### config.mk
export PLATFORM = sky130hd
export DESIGN_NAME = bw_data_engine
export DESIGN_NICKNAME = d
export VERILOG_FILES = /design/src/rtl/bw_pkg.sv /design/src/rtl/bw_word_fifo.sv /design/src/rtl/bw_rx_pack.sv /design/src/rtl/bw_tx_unpack.sv /design/src/rtl/bw_flags.sv /design/src/rtl/bw_data_engine.sv
export SDC_FILE = /design/constraint.sdc
export NUM_CORES = 1
export LEC_CHECK = 0
export BUFFER_PORTS_ARGS = -buffer_cell sky130_fd_sc_hd__buf_2
export CORE_ASPECT_RATIO = 0.6
export CORE_MARGIN = 5
export CORE_UTILIZATION = 61
export CTS_BUF_LIST = sky130_fd_sc_hd__clkbuf_16
export DETAILED_ROUTE_END_ITERATION = 12
export GPL_TIMING_DRIVEN = 0
export MAX_ROUTING_LAYER = met4
export PLACE_DENSITY = 0.8
export SYNTH_ARGS = -nofsm -noshare
export SYNTH_HDL_FRONTEND = slang
export SYNTH_HIERARCHICAL = 1
export SYNTH_SLANG_ARGS = --single-unit
export TNS_END_PERCENT = 100
### constraint.sdc
create_clock -name clk_i -period 7.12 [get_ports clk_i]
set_clock_uncertainty 0.1 [all_clocks]
set_input_delay 1.068 -clock clk_i [delete_from_list [all_inputs] [get_ports clk_i]]
set_output_delay 1.068 -clock clk_i [all_outputs]
set_load 0.01 [all_outputs]
### src/rtl/bw_pkg.sv
package bw_pkg;
  typedef enum logic {DIR_TX = 1'b0, DIR_RX = 1'b1} dir_e;
  localparam int unsigned FLG_AVAIL  = 0;
  localparam int unsigned FLG_EMPTY  = 1;
  localparam int unsigned FLG_FULL   = 2;
  localparam int unsigned FLG_HALF   = 3;
  localparam int unsigned FLG_ACTIVE = 4;
  localparam int unsigned FLG_W      = 5;
endpackage

### src/rtl/bw_word_fifo.sv
module bw_word_fifo #(
  parameter int unsigned DEPTH  = 16,
  parameter int unsigned WORD_W = 32,
  localparam int unsigned AW    = $clog2(DEPTH),
  localparam int unsigned LVL_W = AW + 1
) (
  input  logic              clk_i,
  input  logic              rst_ni,
  input  logic              push_i,
  input  logic [WORD_W-1:0] wdata_i,
  input  logic              pop_i,
  output logic [WORD_W-1:0] rdata_o,
  output logic [LVL_W-1:0]  level_o,
  output logic              drop_o
);
  logic [WORD_W-1:0] mem_q [DEPTH];
  logic [AW-1:0]     wr_q, rd_q;
  logic [LVL_W-1:0]  lvl_q;
  logic              full, empty, do_push, do_pop;

  assign full    = lvl_q == LVL_W'(DEPTH);
  assign empty   = lvl_q == '0;
  assign do_push = push_i && !full;
  assign do_pop  = pop_i && !empty;
  assign drop_o  = (push_i && full) || (pop_i && empty);
  assign rdata_o = mem_q[rd_q];
  assign level_o = lvl_q;

  always_ff @(posedge clk_i) begin
    if (do_push) mem_q[wr_q] <= wdata_i;
  end

  // pointers wrap naturally; DEPTH is a power of two
  always_ff @(posedge clk_i or negedge rst_ni) begin
    if (!rst_ni) begin
      wr_q  <= '0;
      rd_q  <= '0;
      lvl_q <= '0;
    end else begin
      if (do_push) wr_q <= wr_q + 1'b1;
      if (do_pop)  rd_q <= rd_q + 1'b1;
      lvl_q <= lvl_q + LVL_W'(do_push) - LVL_W'(do_pop);
    end
  end
endmodule

### src/rtl/bw_rx_pack.sv
module bw_rx_pack #(
  parameter int unsigned WORD_W = 32,
  localparam int unsigned BYTES = WORD_W / 8,
  localparam int unsigned BI_W  = $clog2(BYTES)
) (
  input  logic              clk_i,
  input  logic              rst_ni,
  input  logic              clear_i,
  input  logic              take_i,
  input  logic [7:0]        byte_i,
  input  logic              last_i,
  output logic [WORD_W-1:0] word_o,
  output logic              push_o
);
  logic [WORD_W-1:0] acc_q;
  logic [BI_W-1:0]   bidx_q;

  assign word_o = acc_q | (WORD_W'(byte_i) << {bidx_q, 3'b000});
  assign push_o = take_i && (bidx_q == BI_W'(BYTES - 1) || last_i);

  always_ff @(posedge clk_i or negedge rst_ni) begin
    if (!rst_ni) begin
      acc_q  <= '0;
      bidx_q <= '0;
    end else if (clear_i || push_o) begin
      acc_q  <= '0;
      bidx_q <= '0;
    end else if (take_i) begin
      acc_q  <= word_o;
      bidx_q <= bidx_q + 1'b1;
    end
  end
endmodule

### src/rtl/bw_tx_unpack.sv
module bw_tx_unpack #(
  parameter int unsigned WORD_W = 32,
  localparam int unsigned BYTES = WORD_W / 8,
  localparam int unsigned BI_W  = $clog2(BYTES)
) (
  input  logic              clk_i,
  input  logic              rst_ni,
  input  logic              clear_i,
  input  logic [WORD_W-1:0] head_i,
  input  logic              head_ok_i,
  input  logic              send_i,
  input  logic              last_i,
  output logic [7:0]        byte_o,
  output logic              avail_o,
  output logic              pop_o
);
  logic [WORD_W-1:0] hold_q, src, sh;
  logic [BI_W-1:0]   bidx_q;
  logic              have_q;

  assign src     = have_q ? hold_q : head_i;
  assign sh      = src >> {bidx_q, 3'b000};
  assign byte_o  = sh[7:0];
  assign avail_o = have_q || head_ok_i;
  assign pop_o   = send_i && !have_q;

  always_ff @(posedge clk_i or negedge rst_ni) begin
    if (!rst_ni) begin
      hold_q <= '0;
      bidx_q <= '0;
      have_q <= 1'b0;
    end else if (clear_i) begin
      bidx_q <= '0;
      have_q <= 1'b0;
    end else if (send_i) begin
      if (!have_q) hold_q <= head_i;
      if (bidx_q == BI_W'(BYTES - 1) || last_i) begin
        bidx_q <= '0;
        have_q <= 1'b0;
      end else begin
        bidx_q <= bidx_q + 1'b1;
        have_q <= 1'b1;
      end
    end
  end
endmodule

### src/rtl/bw_flags.sv
module bw_flags import bw_pkg::*; #(
  parameter int unsigned DEPTH  = 16,
  localparam int unsigned LVL_W = $clog2(DEPTH) + 1
) (
  input  logic [LVL_W-1:0] level_i,
  input  logic             active_i,
  input  logic             dir_rx_i,
  output logic [FLG_W-1:0] rx_flags_o,
  output logic [FLG_W-1:0] tx_flags_o
);
  logic [FLG_W-1:0] rx_all, tx_all;

  always_comb begin
    rx_all = '0;
    rx_all[FLG_AVAIL]  = level_i != '0;
    rx_all[FLG_EMPTY]  = level_i == '0;
    rx_all[FLG_FULL]   = level_i == LVL_W'(DEPTH);
    rx_all[FLG_ACTIVE] = active_i;
    tx_all = rx_all;
    rx_all[FLG_HALF]   = level_i >= LVL_W'(DEPTH / 2);
    tx_all[FLG_HALF]   = level_i <= LVL_W'(DEPTH / 2);
  end

  assign rx_flags_o = dir_rx_i ? rx_all : '0;
  assign tx_flags_o = dir_rx_i ? '0 : tx_all;
endmodule

### src/rtl/bw_data_engine.sv
module bw_data_engine import bw_pkg::*; #(
  parameter int unsigned DEPTH  = 16,
  parameter int unsigned WORD_W = 32,
  parameter int unsigned LEN_W  = 16,
  localparam int unsigned LVL_W = $clog2(DEPTH) + 1,
  localparam int unsigned BI_W  = $clog2(WORD_W / 8),
  localparam int unsigned WL_W  = LEN_W - BI_W + 1
) (
  input  logic              clk_i,
  input  logic              rst_ni,
  input  logic              len_wr_i,
  input  logic [LEN_W-1:0]  len_i,
  input  logic              ctrl_wr_i,
  input  logic              ctrl_en_i,
  input  logic              ctrl_dir_i,
  input  logic              clr_i,
  input  logic              host_push_i,
  input  logic [WORD_W-1:0] host_wdata_i,
  input  logic              host_pop_i,
  output logic [WORD_W-1:0] host_rdata_o,
  input  logic              card_rx_valid_i,
  input  logic [7:0]        card_rx_byte_i,
  output logic              card_rx_ready_o,
  output logic              card_tx_valid_o,
  output logic [7:0]        card_tx_byte_o,
  input  logic              card_tx_ready_i,
  output logic              busy_o,
  output logic [LEN_W-1:0]  remain_o,
  output logic [WL_W-1:0]   words_left_o,
  output logic [LVL_W-1:0]  level_o,
  output logic [FLG_W-1:0]  rx_flags_o,
  output logic [FLG_W-1:0]  tx_flags_o,
  output logic              data_end_o,
  output logic              block_end_o,
  output logic              err_o
);
  logic              en_q, end_q, blk_q, err_q;
  dir_e              dir_q;
  logic [LEN_W-1:0]  len_q, cnt_q;
  logic              is_rx, cnt_zero, last, restart;
  logic              rx_take, rx_push, tx_send, tx_pop, tx_avail;
  logic              f_push, f_pop, f_drop, f_full, f_empty;
  logic [WORD_W-1:0] rx_word, f_wdata;
  logic [LEN_W:0]    wl_sum;

  assign is_rx    = dir_q == DIR_RX;
  assign cnt_zero = cnt_q == '0;
  assign last     = cnt_q == LEN_W'(1);
  assign restart  = ctrl_wr_i && ctrl_en_i;
  assign f_full   = level_o == LVL_W'(DEPTH);
  assign f_empty  = level_o == '0;

  assign card_rx_ready_o = en_q && is_rx && !cnt_zero && !f_full;
  assign rx_take         = card_rx_valid_i && card_rx_ready_o;
  assign card_tx_valid_o = en_q && !is_rx && !cnt_zero && tx_avail;
  assign tx_send         = card_tx_valid_o && card_tx_ready_i;

  // host owns the FIFO end that the engine does not use
  assign f_push  = is_rx ? rx_push : host_push_i;
  assign f_wdata = is_rx ? rx_word : host_wdata_i;
  assign f_pop   = is_rx ? host_pop_i : tx_pop;

  bw_word_fifo #(.DEPTH(DEPTH), .WORD_W(WORD_W)) u_fifo (
    .clk_i, .rst_ni,
    .push_i (f_push),
    .wdata_i(f_wdata),
    .pop_i  (f_pop),
    .rdata_o(host_rdata_o),
    .level_o(level_o),
    .drop_o (f_drop)
  );

  bw_rx_pack #(.WORD_W(WORD_W)) u_pack (
    .clk_i, .rst_ni,
    .clear_i(restart),
    .take_i (rx_take),
    .byte_i (card_rx_byte_i),
    .last_i (last),
    .word_o (rx_word),
    .push_o (rx_push)
  );

  bw_tx_unpack #(.WORD_W(WORD_W)) u_unpack (
    .clk_i, .rst_ni,
    .clear_i  (restart),
    .head_i   (host_rdata_o),
    .head_ok_i(!f_empty),
    .send_i   (tx_send),
    .last_i   (last),
    .byte_o   (card_tx_byte_o),
    .avail_o  (tx_avail),
    .pop_o    (tx_pop)
  );

  bw_flags #(.DEPTH(DEPTH)) u_flags (
    .level_i   (level_o),
    .active_i  (en_q),
    .dir_rx_i  (is_rx),
    .rx_flags_o(rx_flags_o),
    .tx_flags_o(tx_flags_o)
  );

  always_ff @(posedge clk_i or negedge rst_ni) begin
    if (!rst_ni) begin
      en_q  <= 1'b0;
      dir_q <= DIR_TX;
      len_q <= '0;
      cnt_q <= '0;
      end_q <= 1'b0;
      blk_q <= 1'b0;
      err_q <= 1'b0;
    end else begin
      if (len_wr_i) len_q <= len_i;
      if (ctrl_wr_i) begin
        en_q  <= ctrl_en_i;
        dir_q <= dir_e'(ctrl_dir_i);
      end else if (en_q && cnt_zero && f_empty) begin
        en_q <= 1'b0;
      end
      if (restart) cnt_q <= len_q;
      else if (rx_take || tx_send) cnt_q <= cnt_q - 1'b1;
      if (en_q && cnt_zero) begin
        end_q <= 1'b1;
        blk_q <= 1'b1;
      end else if (clr_i) begin
        end_q <= 1'b0;
        blk_q <= 1'b0;
      end
      if (f_drop) err_q <= 1'b1;
      else if (clr_i) err_q <= 1'b0;
    end
  end

  assign wl_sum       = {1'b0, cnt_q} + (LEN_W + 1)'((1 << BI_W) - 1);
  assign words_left_o = wl_sum[LEN_W:BI_W];
  assign busy_o       = en_q;
  assign remain_o     = cnt_q;
  assign data_end_o   = end_q;
  assign block_end_o  = blk_q;
  assign err_o        = err_q;
endmodule

==> flow_summary_export.csv <==
group,metric,value,unit
floorplanning,initial_core_util,61.7,%
synthesis,post_synth.cell_area_avg,17.3,sq um
power,pwr_density_cell,397,nW/um^2
grt,antenna_violations_before_repair,7,
synthesis,postSynthCellCount,1548,
worst_setup_path,cpMaxStageDelayCell,"clkbuf_1",
worst_setup_path,timing.setup.critical_path_class,"reg2out",
synthesis,count_of_flip_flops_with_a_built_in_enable_after_synthesis,512,
clock_network,clock_tree.buffer_depth,3,
synthesis,synth.lib_cells_used.distinct,75,
drt,drt_iter0_drc,2576,
sta,relSlewSlack,11.2,%
power,power_frac_comb,37.6,%
layout,layout-drive-gt1-share,29.1,%
synthesis,yosysSeqAreaShare,68.6,%
power,ir_drop,0.000306,V
floorplanning,ios,159,
synthesis,ys_ff_latch,630,
drt,firstDrtPassIters,6,
drt,ant_nets,0,
sta,timing.final.crit_share,74.5,%
layout,synthToLayoutAreaGrowth,14.4,%
synthesis,yosysWarnings,6,
clock_network,clock-sinks,630,
grt,maximum_number_of_pins_on_one_net_before_global_route_repair,84,
power,internal_power,7.81,mW
clock_network,tritoncts.num_buffers,54,
clock_network,post_cts_hold_buffer_count,0,
sta,fin_crit,5.30,ns
sta,drv_slew,0,
worst_setup_path,worst-endpoint-arrival,4.14,ns
power,net_switching_fraction_of_the_power,35.7,%
synthesis,ys.flop_type,"edfxtp_1",
place,gp_congestion,0.935,
clock_network,cts.repair.resized,0,
clock_network,cts.htree.levels,2,
place,place_inst,2314,
grt,track_usage,31.4,%
place,dpl.hpwl,49800,microns
clock_network,cts-root-buf,"clkbuf_16",
floorplanning,dieArea,48200,sq um
place,numPortBuffers,149,
worst_setup_path,critical_path.startpoint_type,"register",
drt,dr_total_vias,16500,
worst_setup_path,critical_path_peak_fanout,10,
outcome,run_status,"completed",
clock_network,clock_latency_of_the_later_clocked_register_in_the_worst_skew_pair,0.61,ns
sta,fin_hold_ws,0.269,ns
synthesis,syn-num-nets,1631,
drt,final_routed_wire_length_divided_by_cell_count,30.5,microns
sta,max_slew.worst_pin.slew,1.32,ns
run,cap_violations,0,
floorplanning,placementRows,59,
layout,fin_nets,1875,
sta,setup_viol,0,
clock_network,cts_setup_buffers,0,
worst_setup_path,worstRegToRegCells,12,
layout,filler_cell_count,2686,
sta,achievable-frequency,189,MHz
sta,fin_tns_setup,0,ns
power,portion_of_total_power_attributed_to_sequential_cells,37.8,%
drt,route.detailed.drc,0,
sta,timing.final.hold_violations,0,
grt,grt_first_pass_wirelength,107000,microns
drt,drt-total-wl,74100,microns
floorplanning,die-height,172,microns
worst_setup_path,crit_chain,"buf_2 -> clkbuf_1 -> mux4_2 -> a22oi_1 -> nand2_1 -> mux2_1 -> mux4_2 -> buf_2",
clock_network,cts_tree,"yes",
sta,rsz0062_at_grt,"false",
worst_setup_path,cp_data_required_time,5.95,ns
clock_network,clk_pin_slew,0.07,ns
power,netSwitchingPower,4.33,mW
worst_setup_path,critical_path_end_type,"output port",
floorplanning,core_area,43300,sq um
worst_setup_path,critical_path.max_stage_delay,0.77,ns
grt,number_of_global_route_vias_before_repair,16300,
power,overall_power_consumption,12.1,mW
synthesis,mappedNetlistArea,26700,sq um
power,share_clk_of_total_power,24.6,%
floorplanning,dieWidth,280,microns
synthesis,async_reset_ff_share,18.7,%
power,static-leakage-power,11.5,nW
grt,grt_overflow,0,
layout,instances_no_fill,2426,
worst_hold_path,worstHoldPathType,"in2async",
drt,vias_per_cell,6.80,
state kept, by name (all words and copies together), names as in the netlist:
| signal | cells |
|---|---|
| u_fifo/mem_q | 512 |
| u_pack/acc_q | 32 |
| u_unpack/hold_q | 32 |
| len_q | 16 |
| remain_o | 16 |
| u_fifo/level_o | 5 |
| u_fifo/rd_q | 4 |
| u_fifo/wr_q | 4 |
| u_pack/bidx_q | 2 |
| u_unpack/bidx_q | 2 |
| block_end_o | 1 |
| busy_o | 1 |
| dir_q | 1 |
| err_o | 1 |
| u_unpack/have_q | 1 |
layout make-up:
class,count,area [sq um],share of cell area (%)
multi-input cells,797,7740,25.3
plain buffers,100,648,2.12
clock buffers,55,1380,4.50
repair buffers,188,1240,4.07
clock inverters,47,403,1.32
diodes,9,22.5,0.0737
flip-flops and latches,630,18300,60.0
inverters,21,78.8,0.258
well taps,579,724,2.37
final timing paths:
| kind | from | to | slack (ns) |
|---|---|---|---|
| min in group clk_i | u_unpack/hold_q[22]$_DFFE_PN0P_ | u_unpack/hold_q[22]$_DFFE_PN0P_ | 0.39 |
| min reg2reg | u_unpack/hold_q[22]$_DFFE_PN0P_ | u_unpack/hold_q[22]$_DFFE_PN0P_ | 0.39 |
| min | rst_ni | u_unpack/hold_q[15]$_DFFE_PN0P_ | 0.27 |
| max reg2reg | remain_o[14]$_DFFE_PN0P_ | u_fifo/mem_q[3][26]$_DFFE_PP_ | 2.01 |
| max in group asynchronous | rst_ni | len_q[2]$_DFFE_PN0P_ | 5.89 |
| max | u_fifo/rd_q[1]$_DFFE_PN0P_ | card_tx_byte_o[2] | 1.82 |
logic make-up (layout without fill, tap and decap cells):
group,count (synthesis),count (layout),synth area share (%)
compound gates,246,246,6.93
xor+xnor,29,29,0.950
fa+ha+maj,16,16,0.777
buf+inv,121,411,2.72
flops,630,630,68.6
mux,317,317,16.0
other cells,0,9,0
simple gates,189,189,4.03
layer usage:
metal / vias to the layer above / part of all wire [%] / global-route usage, %
met5: - / 0 / -
met4: 0 / 3.2 / 9.92
met3: 175 / 13 / 8.87
met2: 1192 / 45 / 45.6
met1: 8435 / 38 / 44.0
li1: 6686 / - / -
critical path, delay by kind of cell, from the launching register on:
| family | cells | cell delay [ns] |
|---|---|---|
| flip-flops | 1 | 0.39 |
| AO/OA/AOI/OAI | 1 | 0.21 |
| buffers and inverters | 3 | 1.25 |
| AND/OR/NAND/NOR | 1 | 0.33 |
| multiplexers | 3 | 1.32 |
power by group through the flow:
stage                     Combinational [mW]  Sequential, mW  Clock (mW)
after global placement                  4.21            4.65           0
after CTS                               4.45            4.58        3.02
after floorplan                         2.73            4.62           0
after global routing                    4.78            4.61        3.18
final                                   4.56            4.59        2.99
after detailed placement                4.41            4.65           0
cells in the mapped netlist, types with 5 or more instances:
library cell / instances / share of area (%)
or4_1: 5 / 0.14
a31oi_1: 12 / 0.28
xor2_1: 7 / 0.23
mux2_2: 85 / 3.6
mux2_1: 19 / 0.80
nor4_1: 8 / 0.19
a22oi_1: 32 / 0.90
buf_8: 8 / 0.45
buf_2: 31 / 0.58
a221oi_1: 64 / 2.1
and2_1: 14 / 0.33
nand4_1: 5 / 0.12
a21o_1: 35 / 0.98
buf_6: 15 / 0.63
nand2b_1: 10 / 0.23
nor2_1: 30 / 0.42
mux2_4: 12 / 0.67
nor2b_1: 7 / 0.16
clkbuf_2: 7 / 0.13
inv_1: 19 / 0.27
o21ai_0: 37 / 0.69
a22o_1: 28 / 0.92
edfxtp_1: 512 / 58
clkbuf_1: 29 / 0.41
ha_1: 15 / 0.70
a21oi_1: 9 / 0.17
xnor2_1: 22 / 0.72
buf_4: 6 / 0.17
or3_1: 6 / 0.14
o31ai_1: 5 / 0.14
and3_1: 9 / 0.21
mux4_2: 68 / 5.7
mux2i_1: 129 / 4.8
dfrtp_1: 118 / 11
nand3_1: 11 / 0.21
nand2_1: 51 / 0.72
cell usage in the layout, fill, tap and decap left out, drive strengths merged, types with 7 or more instances in the layout:
cell	n
a21o	35
a21oi	9
a221oi	64
a22o	28
a22oi	32
a31oi	12
and2	14
and3	9
buf	252
bufinv	7
clkbuf	91
clkinv	32
dfrtp	118
diode	9
edfxtp	512
ha	15
inv	29
mux2	116
mux2i	129
mux4	72
nand2	52
nand2b	10
nand3	11
nor2	32
nor2b	7
nor3	8
nor4	9
o21ai	41
or3	7
or4	7
xnor2	22
xor2	7
per-stage QoR:
| step | setup slack [ns] | utilization (%) | instance area (sq um) |
|---|---|---|---|
| CTS | 1.87 | 70.4 | 30500 |
| finish | 1.82 | 70.5 | 30600 |
| floorplan | 0.913 | - | 26700 |
| global placement | -4.39 | 65.1 | 28200 |
| detailed placement | 2.20 | 66.3 | 28700 |
| global route | 1.71 | 70.5 | 30600 |
No activity file was read; power rests on OpenSTA's default activity.
